===== src/rtl/clkcfg_pkg.sv =====
package clkcfg_pkg;
  localparam int NDEV    = 3;
  localparam int DEV_W   = 2;
  localparam int IDX_W   = 5;
  localparam int FRAME_W = 24;
  localparam logic [7:0] END_MARK = 8'hFF;

  typedef struct packed {
    logic [7:0] addr;
    logic [7:0] data;
  } entry_t;

  function automatic logic [FRAME_W-1:0] make_frame(input entry_t e);
    // write flag, two length bits, 13-bit address, data byte
    return {1'b0, 2'b00, 5'b00000, e.addr, e.data};
  endfunction

  function automatic entry_t pair(input logic [7:0] a, input logic [7:0] d);
    entry_t e;
    e.addr = a;
    e.data = d;
    return e;
  endfunction

  function automatic entry_t tbl_lookup(input logic [DEV_W-1:0] dev,
                                        input logic [1:0] modc,
                                        input logic [1:0] cfgc,
                                        input logic [IDX_W-1:0] idx);
    entry_t e;
    logic [1:0] m;
    logic [1:0] c;
    m = (modc == 2'b11) ? 2'b00 : modc;
    c = (cfgc == 2'b11) ? 2'b00 : cfgc;
    e = pair(END_MARK, END_MARK);
    case (dev)
      2'd0: begin
        if (m == 2'b10 && c == 2'b00) begin
          case (idx)
            5'd0: e = pair(8'h45, 8'h01);
            5'd1: e = pair(8'h4A, 8'h33);
            5'd2: e = pair(8'h4B, 8'h00);
            5'd3: e = pair(8'h3D, 8'h08);
            5'd4: e = pair(8'h5A, 8'h01);
            default: e = pair(END_MARK, END_MARK);
          endcase
        end
      end
      2'd1: begin
        case (idx)
          5'd0: e = pair(8'h45, (m == 2'b00 || (m == 2'b01 && c == 2'b00)) ? 8'h01 : 8'h00);
          5'd1: e = pair(8'h51, 8'h80);
          5'd2: e = pair(8'h5A, 8'h01);
          default: e = pair(END_MARK, END_MARK);
        endcase
      end
      2'd2: begin
        if (m == 2'b00) begin
          case (idx)
            5'd0: e = pair(8'h00, 8'h30);
            5'd1: e = pair(8'h00, 8'h10);
            5'd2: e = pair(8'h0A, 8'h11);
            5'd3: e = pair(8'h3D, 8'h03);
            5'd4: e = pair(8'h3E, 8'h03);
            5'd5: e = pair(8'h3F, 8'h03);
            5'd6: e = pair(8'h40, 8'h01);
            5'd7: e = pair(8'h41, 8'h01);
            default: e = pair(END_MARK, END_MARK);
          endcase
        end else if (m == 2'b10) begin
          case (idx)
            5'd0:  e = pair(8'h00, 8'h30);
            5'd1:  e = pair(8'h00, 8'h10);
            5'd2:  e = pair(8'h04, 8'h02);
            5'd3:  e = pair(8'h05, 8'h00);
            5'd4:  e = pair(8'h06, 8'h03);
            5'd5:  e = pair(8'h0B, 8'h00);
            5'd6:  e = pair(8'h0C, 8'h01);
            5'd7:  e = pair(8'h07, 8'h00);
            5'd8:  e = pair(8'h08, 8'h47);
            5'd9:  e = pair(8'h09, 8'h70);
            5'd10: e = pair(8'h0A, (c == 2'b10) ? 8'h40 : 8'h08);
            5'd11: e = pair(8'h3D, 8'h03);
            5'd12: e = pair(8'h3E, 8'h03);
            5'd13: e = pair(8'h3F, 8'h03);
            5'd14: e = pair(8'h40, (c == 2'b00) ? 8'h01 : 8'h02);
            5'd15: e = pair(8'h41, 8'h02);
            5'd16: e = pair(8'h51, 8'h80);
            5'd17: e = pair(8'h53, 8'h80);
            5'd18: e = pair(8'h45, 8'h02);
            5'd19: e = pair(8'h5A, 8'h01);
            default: e = pair(END_MARK, END_MARK);
          endcase
        end
      end
      default: e = pair(END_MARK, END_MARK);
    endcase
    return e;
  endfunction
endpackage


===== src/rtl/clkcfg_rom.sv =====
module clkcfg_rom
  import clkcfg_pkg::*;
(
  input  logic             clk,
  input  logic [DEV_W-1:0] dev,
  input  logic [1:0]       modc,
  input  logic [1:0]       cfgc,
  input  logic [IDX_W-1:0] idx,
  output entry_t           q
);
  // synchronous read so the table can map onto a block RAM
  always_ff @(posedge clk) begin
    q <= tbl_lookup(dev, modc, cfgc, idx);
  end
endmodule


===== src/rtl/clkcfg_spi.sv =====
module clkcfg_spi
  import clkcfg_pkg::*;
#(
  parameter int HALF = 2
) (
  input  logic               clk,
  input  logic               rst,
  input  logic               go,
  input  logic [FRAME_W-1:0] frame,
  input  logic [DEV_W-1:0]   dev,
  output logic               sclk,
  output logic               mosi,
  output logic [NDEV-1:0]    cs_n,
  output logic               fin
);
  localparam int CW = $clog2(2*HALF + 1);
  localparam int BW = $clog2(FRAME_W);

  typedef enum logic [1:0] {SP_IDLE, SP_XFER, SP_GAP} sp_t;
  sp_t               st;
  logic [FRAME_W-1:0] sh;
  logic [CW-1:0]      cnt;
  logic [BW-1:0]      bits;

  assign mosi = sh[FRAME_W-1];

  always_ff @(posedge clk) begin
    if (rst) begin
      st   <= SP_IDLE;
      sclk <= 1'b0;
      cs_n <= '1;
      sh   <= '0;
      cnt  <= '0;
      bits <= '0;
      fin  <= 1'b0;
    end else begin
      fin <= 1'b0;
      case (st)
        SP_IDLE: begin
          if (go) begin
            sh   <= frame;
            cs_n <= ~(NDEV'(1) << dev);
            sclk <= 1'b0;
            cnt  <= '0;
            bits <= '0;
            st   <= SP_XFER;
          end
        end
        SP_XFER: begin
          if (cnt == CW'(HALF - 1)) begin
            cnt <= '0;
            if (!sclk) begin
              sclk <= 1'b1;
            end else begin
              sclk <= 1'b0;
              if (bits == BW'(FRAME_W - 1)) begin
                cs_n <= '1;
                st   <= SP_GAP;
              end else begin
                bits <= bits + 1'b1;
                sh   <= {sh[FRAME_W-2:0], 1'b0};
              end
            end
          end else begin
            cnt <= cnt + 1'b1;
          end
        end
        SP_GAP: begin
          if (cnt == CW'(2*HALF - 1)) begin
            cnt <= '0;
            fin <= 1'b1;
            st  <= SP_IDLE;
          end else begin
            cnt <= cnt + 1'b1;
          end
        end
        default: st <= SP_IDLE;
      endcase
    end
  end

  p_one_cs_r4: assert property (@(posedge clk) disable iff (rst)
    $onehot0(~cs_n));
  p_sclk_idle_r5: assert property (@(posedge clk) disable iff (rst)
    (&cs_n) |-> !sclk);
  p_mosi_hold_r5: assert property (@(posedge clk) disable iff (rst)
    $rose(sclk) |-> $stable(mosi));
  p_gap_cs_high_r11: assert property (@(posedge clk) disable iff (rst)
    (st == SP_GAP) |-> (&cs_n));
endmodule


===== src/rtl/clk_cfg_seq.sv =====
module clk_cfg_seq
  import clkcfg_pkg::*;
#(
  parameter int SCLK_HALF = 2
) (
  input  logic       clk,
  input  logic       rst,
  input  logic       start,
  input  logic [1:0] strap_mod,
  input  logic [1:0] strap_cfg,
  output logic       sclk,
  output logic       mosi,
  output logic [2:0] cs_n,
  output logic       busy,
  output logic       done
);
  typedef enum logic [1:0] {T_IDLE, T_FETCH, T_EVAL, T_WAIT} tst_t;
  tst_t             st;
  logic [1:0]       mod_q, cfg_q;
  logic [DEV_W-1:0] dev_q;
  logic [IDX_W-1:0] idx_q;
  logic             go;
  logic             spi_fin;
  entry_t           rom_q;

  clkcfg_rom u_rom (
    .clk  (clk),
    .dev  (dev_q),
    .modc (mod_q),
    .cfgc (cfg_q),
    .idx  (idx_q),
    .q    (rom_q)
  );

  clkcfg_spi #(.HALF(SCLK_HALF)) u_spi (
    .clk   (clk),
    .rst   (rst),
    .go    (go),
    .frame (make_frame(rom_q)),
    .dev   (dev_q),
    .sclk  (sclk),
    .mosi  (mosi),
    .cs_n  (cs_n),
    .fin   (spi_fin)
  );

  always_ff @(posedge clk) begin
    if (rst) begin
      st    <= T_IDLE;
      mod_q <= '0;
      cfg_q <= '0;
      dev_q <= '0;
      idx_q <= '0;
      go    <= 1'b0;
      busy  <= 1'b0;
      done  <= 1'b0;
    end else begin
      go <= 1'b0;
      case (st)
        T_IDLE: begin
          if (start) begin
            mod_q <= strap_mod;
            cfg_q <= strap_cfg;
            dev_q <= '0;
            idx_q <= '0;
            busy  <= 1'b1;
            done  <= 1'b0;
            st    <= T_FETCH;
          end
        end
        T_FETCH: st <= T_EVAL;
        T_EVAL: begin
          if (rom_q.addr == END_MARK) begin
            if (dev_q == DEV_W'(NDEV - 1)) begin
              busy <= 1'b0;
              done <= 1'b1;
              st   <= T_IDLE;
            end else begin
              dev_q <= dev_q + 1'b1;
              idx_q <= '0;
              st    <= T_FETCH;
            end
          end else begin
            go <= 1'b1;
            st <= T_WAIT;
          end
        end
        T_WAIT: begin
          if (spi_fin) begin
            idx_q <= idx_q + 1'b1;
            st    <= T_FETCH;
          end
        end
        default: st <= T_IDLE;
      endcase
    end
  end

  p_reset_state_r1: assert property (@(posedge clk)
    rst |=> (cs_n == 3'b111 && !sclk && !busy && !done));
  p_done_excl_r12: assert property (@(posedge clk) disable iff (rst)
    !(busy && done));
  p_strap_hold_r2: assert property (@(posedge clk) disable iff (rst)
    (busy && $past(busy)) |-> ($stable(mod_q) && $stable(cfg_q)));
  p_dev_order_r4: assert property (@(posedge clk) disable iff (rst)
    (busy && $past(busy)) |-> (dev_q >= $past(dev_q)));
  p_idx_bound_r6: assert property (@(posedge clk) disable iff (rst)
    (st == T_EVAL) |-> (idx_q < IDX_W'(2**IDX_W - 1)));
endmodule


===== config.mk =====
export PLATFORM = sky130hd
export DESIGN_NAME = clk_cfg_seq
export DESIGN_NICKNAME = d
export VERILOG_FILES = /design/src/rtl/clkcfg_pkg.sv /design/src/rtl/clkcfg_rom.sv /design/src/rtl/clkcfg_spi.sv /design/src/rtl/clk_cfg_seq.sv
export SDC_FILE = /design/constraint.sdc
export NUM_CORES = 1
export LEC_CHECK = 0
export BUFFER_PORTS_ARGS = -buffer_cell sky130_fd_sc_hd__buf_4
export CAP_MARGIN = 5
export CORE_MARGIN = 8
export CORE_UTILIZATION = 34
export DETAILED_ROUTE_END_ITERATION = 8
export GPL_TIMING_DRIVEN = 0
export SKIP_LAST_GASP = 1
export SLEW_MARGIN = 20
export SYNTH_ARGS = -nofsm -noshare
export SYNTH_HDL_FRONTEND = slang
export SYNTH_HIERARCHICAL = 1
export SYNTH_SLANG_ARGS = --single-unit

===== constraint.sdc =====
create_clock -name clk -period 2.4 [get_ports clk]
set_clock_uncertainty 0.1 [all_clocks]
set_input_delay 0.72 -clock clk [delete_from_list [all_inputs] [get_ports clk]]
set_output_delay 0.72 -clock clk [all_outputs]
set_load 0.02 [all_outputs]

# Word-level counts from Yosys, hierarchy flattened
# Memory sizes are Yosys's and may differ from the RTL's. A register that Yosys moved wholly into a read port is not among the register bits.
# Index checks and enable logic that the tools add are counted.
# totals
memories	1
inputBits	7
out_inout_bits	7
rom_bits	88
ff_bits	71
wordCells	166
# memory_table
name	depth	word_bits	read_ports	rd_clocked_by_memory_dff	wr	line_no	source
(name not given)	8	11	1	1	0	clkcfg_pkg.sv:58	case (idx)
# op_classes
muxes	68
n_addsub	4
bitwise	3
reduce_logical	26
n_eq_ne	46
n_shift	1
# ops
operator	n
$pmux W16 S20	1
$mux W24	4
$pmux W16 S3	2
$pmux W16 S5	1
$mux W16	4
$pmux W24 S2	1
$eq A5 B4 Y1 const B	8
$mux W5	8
$mux W2	14
$mux W3	9
$eq A5 B5 Y1 const B	5
$eq A5 B3 Y1 const B	4
$reduce_and A5 Y1	4
$eq A2 B2 Y1 const B	8
$pmux W5 S3	1
$mux W1	13
$logic_not A2 Y1	6
$ne A2 B2 Y1 const B	6
$add A5 B1 Y5 const B	2
$eq A5 B2 Y1 const B	2
$ne A2 B1 Y1 const B	5
$pmux W5 S2	1
$pmux W3 S3	1
$eq A2 B1 Y1 const B	4
other kinds (24)	34

# Longest topological paths before layout
# depth
word_depth	8
depth_mapped	7

# Modules after synthesis
# The synthesis kept the hierarchy.
# modules_own_cells
mod	seq_area_each_um2	area_each_um2	cells_each	n_inst
clkcfg_spi	780.7	2025.7	211	1
clkcfg_rom	320.3	1336.3	181	1
clk_cfg_seq	320.3	903.4	101	1

# Least setup slack after synthesis
# OpenSTA, ideal clock, no wires.
# synth_timing
kind	input -> register
from	input port start
to	register idx_q[4]
path_stages	5
n_path_buf	1
arrival_ns	1.600
required_time_ns	2.169
setup_slack_ns	0.569
setup_time_ns	0.131
path_cell_list	clkbuf_2 nand2b_1 nand2_1 o311ai_2 o41ai_2
# synth_between
elab_chain_len	2
# synth_lines
item	line_no	source
start: declaration	clk_cfg_seq.sv:8	input logic start,
$ne A2 B2 Y1 (no line)	n/a	
$reduce_and A5 Y1 (no line)	n/a	
end signal: assignment	clk_cfg_seq.sv:90	idx_q <= idx_q + 1'b1;
end: declaration	clk_cfg_seq.sv:21	logic [IDX_W-1:0] idx_q;
# Every way passes these cells.
# A chain may end at the register's enable or synchronous reset.

# Worst setup path after layout
# layout_timing
from	register mod_q[0]
to	register u_rom/q[1] in the netlist's numbering
# layout_between
elab_chain_len	6
# layout_lines
item	line_no	source
start: declaration	clk_cfg_seq.sv:19	logic [1:0] mod_q, cfg_q;
start signal: assignment	clk_cfg_seq.sv:62	mod_q <= strap_mod;
$eq A2 B2 Y1	clkcfg_pkg.sv:32	m = (modc == 2'b11) ? 2'b00 : modc;
$mux W2 (*)	clkcfg_pkg.sv:32	
$eq A2 B2 Y1	clkcfg_pkg.sv:37, clkcfg_pkg.sv:69	
$mux W16 or $logic_and A1 B1 Y1 (tied branches)	clkcfg_pkg.sv:69, clkcfg_pkg.sv:37	
$mux W16, on equally long branches	clkcfg_pkg.sv:57, clkcfg_pkg.sv:37	
$pmux W16 S3 (*)	clkcfg_pkg.sv:35	case (dev)
end signal: assignment	clkcfg_rom.sv:13	q <= tbl_lookup(dev, modc, cfgc, idx);
end: declaration	clkcfg_rom.sv:9	output entry_t q
# Mark *: on every way between the ends. The rest lies on a longest branch, timed or not.

==> impl_metrics.csv <==
group,metric,value,unit
floorplanning,initial_core_util,34.4,%
cts,cts_buffers,9,
cts,clk_path_buf_depth,2,
cts,clkTransAtPathRegs,50,ps
sta,slew_viol_final,0,
worst_setup_path,cp-end-kind,"flop",
global_route,gr-usage-met3,3.20,%
yosys,synth_area,4270,µm²
sta,period_minus_slack,2100,ps
sta,relSlewSlack,66.1,%
cts,cts_sinks,71,
worst_setup_path,r2r_cells,7,
finish,fin_nets,550,
route,wl_per_cell,15.9,µm
route,routed_wl,11.1,mm
sta,post-route-period-util,87.3,%
pwr,p_per_area,709,nW/µm²
placed_design,numPortBuffers,11,
yosys,ys_ff_latch,71,
yosys,ys_types,72,
floorplanning,core_area,12400,µm²
yosys,synth.avg_cell_area,8.65,µm²
sta,rsz0062_at_grt,"false",
sta,tightestPinTransition,508,ps
worst_setup_path,crit_chain,"inv_1, ha_1, nand2b_2, a21oi_1, o221ai_1, a31oi_1, o21bai_1",
yosys,ys.flop_type,"dfxtp_1",
finish,drive_gt1_share,14.8,%
yosys,synth_edf_count,0,
worst_setup_path,crit_buf_inv,1,
global_route,grt-busiest-layer,"met2",
finish,nFillCells,1296,
global_route,overflow,0,
floorplanning,num_rows,41,
finish,num_antenna_cells,0,
worst_setup_path,cp_num_cells,7,
global_route,antenna_found_initial,0,
finish,synthToLayoutAreaGrowth,15.1,%
flow_run,max-cap-violations,0,
route,avgViaCountPerCell,5.53,
placed_design,place_area,4590,µm²
yosys,synthArstFlopShare,0,%
yosys,synth_top_cells_by_area,"dfxtp_1, a21oi_1, mux2i_1, ha_1, a211oi_1",
pwr,p_total,3.48,mW
floorplanning,die_w,128,µm
placed_design,preCtsSetupSlack,293,ps
floorplanning,die-height,128,µm
cts,cts_hold_buf,0,
global_route,grt_usage,13.9,%
sta,fin_setup_tns,0,ps
yosys,ys_seq_area_share,33.3,%
yosys,synth_common_cells,"dfxtp_1, a21oi_1, nand2_1, o21ai_0, mux2i_1",
status,status,"finished, final reports clean",
cts,h-tree-depth,3,
cts,insertion_delay,330,ps
cts,ctsResizeCount,0,
yosys,yosys_warnings,6,
worst_setup_path,crit_path_max_fanout,7,
route,ant_nets,0,
worst_setup_path,startpoint_type,"flop",
hold_path,min_path_type,"flop to flop",
yosys,postSynthCellCount,493,
sta,clock.fmax,477,MHz
floorplanning,io_pins,14,
global_route,grt_start_max_net_pins,13,
global_route,met2_usage,22.5,%
worst_setup_path,path_class,"flop to flop",
sta,fin_ws,304,ps
finish,final_core_util,39.5,%
global_route,met1_usage,17.9,%
yosys,synth.largest_area_cell,"dfxtp_1",
pwr,ir_worst_vdd,367,µV
placed_design,dp_hpwl,8.10,mm
floorplanning,dieArea,16400,µm²
yosys,yosysMostFrequentCell,"dfxtp_1",
worst_setup_path,crit_required,2490,ps
route,drc,0,
cts,root_buffer,"clkbuf_16",
cts,cts_tree,"yes",
sta,final_hold_viol_count,0,
worst_setup_path,slowest_delay,390,ps
global_route,grt_pass1_wl,18.7,mm
hold_path,holdPathStages,2,
finish,fin_area,4910,µm²
worst_setup_path,worstPathArrival,2190,ps
yosys,synth_top_area_share,33.3,%
worst_setup_path,cp_top_family,"compound AO/OA/AOI/OAI gates",
route,drt_iter0_markers,358,
route,first_pass_iters,7,
cts,postCtsSetupRepairBufs,0,
sta,setup_viol,0,
global_route,grt_pass1_vias,3731,
route,vias,3859,
worst_setup_path,cp_slowest_cell,"ha_1",
placed_design,place.gp.congestion,0.951,
pwr,cellLeakagePower,1.74,nW
worst reg2reg max path, stage by stage (launching register included):
cell and delay (ps):
dfxtp_1 360, inv_1 50, ha_1 390, nand2b_2 310, a21oi_1 240, o221ai_1 150
a31oi_1 250, o21bai_1 110
layout by cell type, fill, tap and decap left out, drive strengths merged, types with 3 or more instances in the layout:
cell type,instances
o31ai,4
nor4,5
clkbuf,19
inv,25
nor4b,4
a21oi,63
o221ai,3
nand2,38
ha,21
o211ai,4
mux2i,28
nor2,18
o22ai,4
nand4,8
o21ai,35
conb,8
nand2b,8
buf,36
nand3b,3
nor3,10
nor2b,4
a31oi,9
o311ai,3
a21o,3
and3,3
and2,6
a211oi,25
dfxtp,71
nand4b,4
o21bai,3
o41ai,3
nand3,15
path summary, 6_finish.rpt:
| check | to | start | slack (ps) |
|---|---|---|---|
| worst max-delay path | u_rom/q[1]$_DFF_P_ | mod_q[0]$_SDFFE_PP0P_ | 300 |
| worst min-delay path | u_spi/sh[0]$_SDFFE_PP0P_ | u_spi/sh[0]$_SDFFE_PP0P_ | 360 |
| worst max register to register | u_rom/q[1]$_DFF_P_ | mod_q[0]$_SDFFE_PP0P_ | 300 |
| worst min register to register | u_spi/sh[0]$_SDFFE_PP0P_ | u_spi/sh[0]$_SDFFE_PP0P_ | 360 |
stage by stage:
step / cells / hold slack (ps)
after global placement: 683 / 342
final: 698 / 357
after CTS: 698 / 359
after detailed placement: 683 / 350
after global routing: 698 / 392
after floorplan: 500 / 328
cell families after synthesis:
| group | count (synthesis) | share of synthesized area (%) |
|---|---|---|
| AOI/OAI and AO/OA | 177 | 27.7 |
| xor gates and xnor gates | 1 | 0.381 |
| and+or+nand+nor | 134 | 17.7 |
| buffers and inverters | 59 | 7.51 |
| DFF | 71 | 33.3 |
| muxes | 29 | 7.13 |
| adders and majority gates | 21 | 6.16 |
| other | 1 | 0.0879 |
power breakdown:
part | leakage (nW) | total [mW] | switching [mW] | internal [mW]
clock network | 0.155 | 1.44 | 0.507 | 0.934
logic | 1.01 | 0.687 | 0.399 | 0.288
registers | 0.576 | 1.35 | 0.0656 | 1.29
area by class of cell:
cell class | instances | area, µm² | area share (%)
inverters | 25 | 93.8 | 1.91
multi-input cells | 370 | 2550 | 51.9
repair buffers | 11 | 82.6 | 1.68
clock inverters | 5 | 81.3 | 1.66
clock buffers | 10 | 239 | 4.87
well taps | 172 | 215 | 4.38
plain buffers | 34 | 226 | 4.61
flip-flops and latches | 71 | 1420 | 28.9
metal layers:
layer	share of wire [%]	wire length [µm]
met5	0	0
met4	1.7	191
met3	5.8	644
met2	46	5130
met1	46	5140
sequential cells by signal, indices dropped and copies added, names as in the netlist, 2 cells and up:
| signal | count |
|---|---|
| u_spi/cnt | 3 |
| u_spi/st | 2 |
| u_spi/sh | 24 |
| st | 2 |
| u_spi/cs_n | 3 |
| u_rom/q | 16 |
| cfg_q | 2 |
| u_spi/bits | 5 |
| mod_q | 2 |
| idx_q | 5 |
| dev_q | 2 |
(Power assumes the default switching activity.)
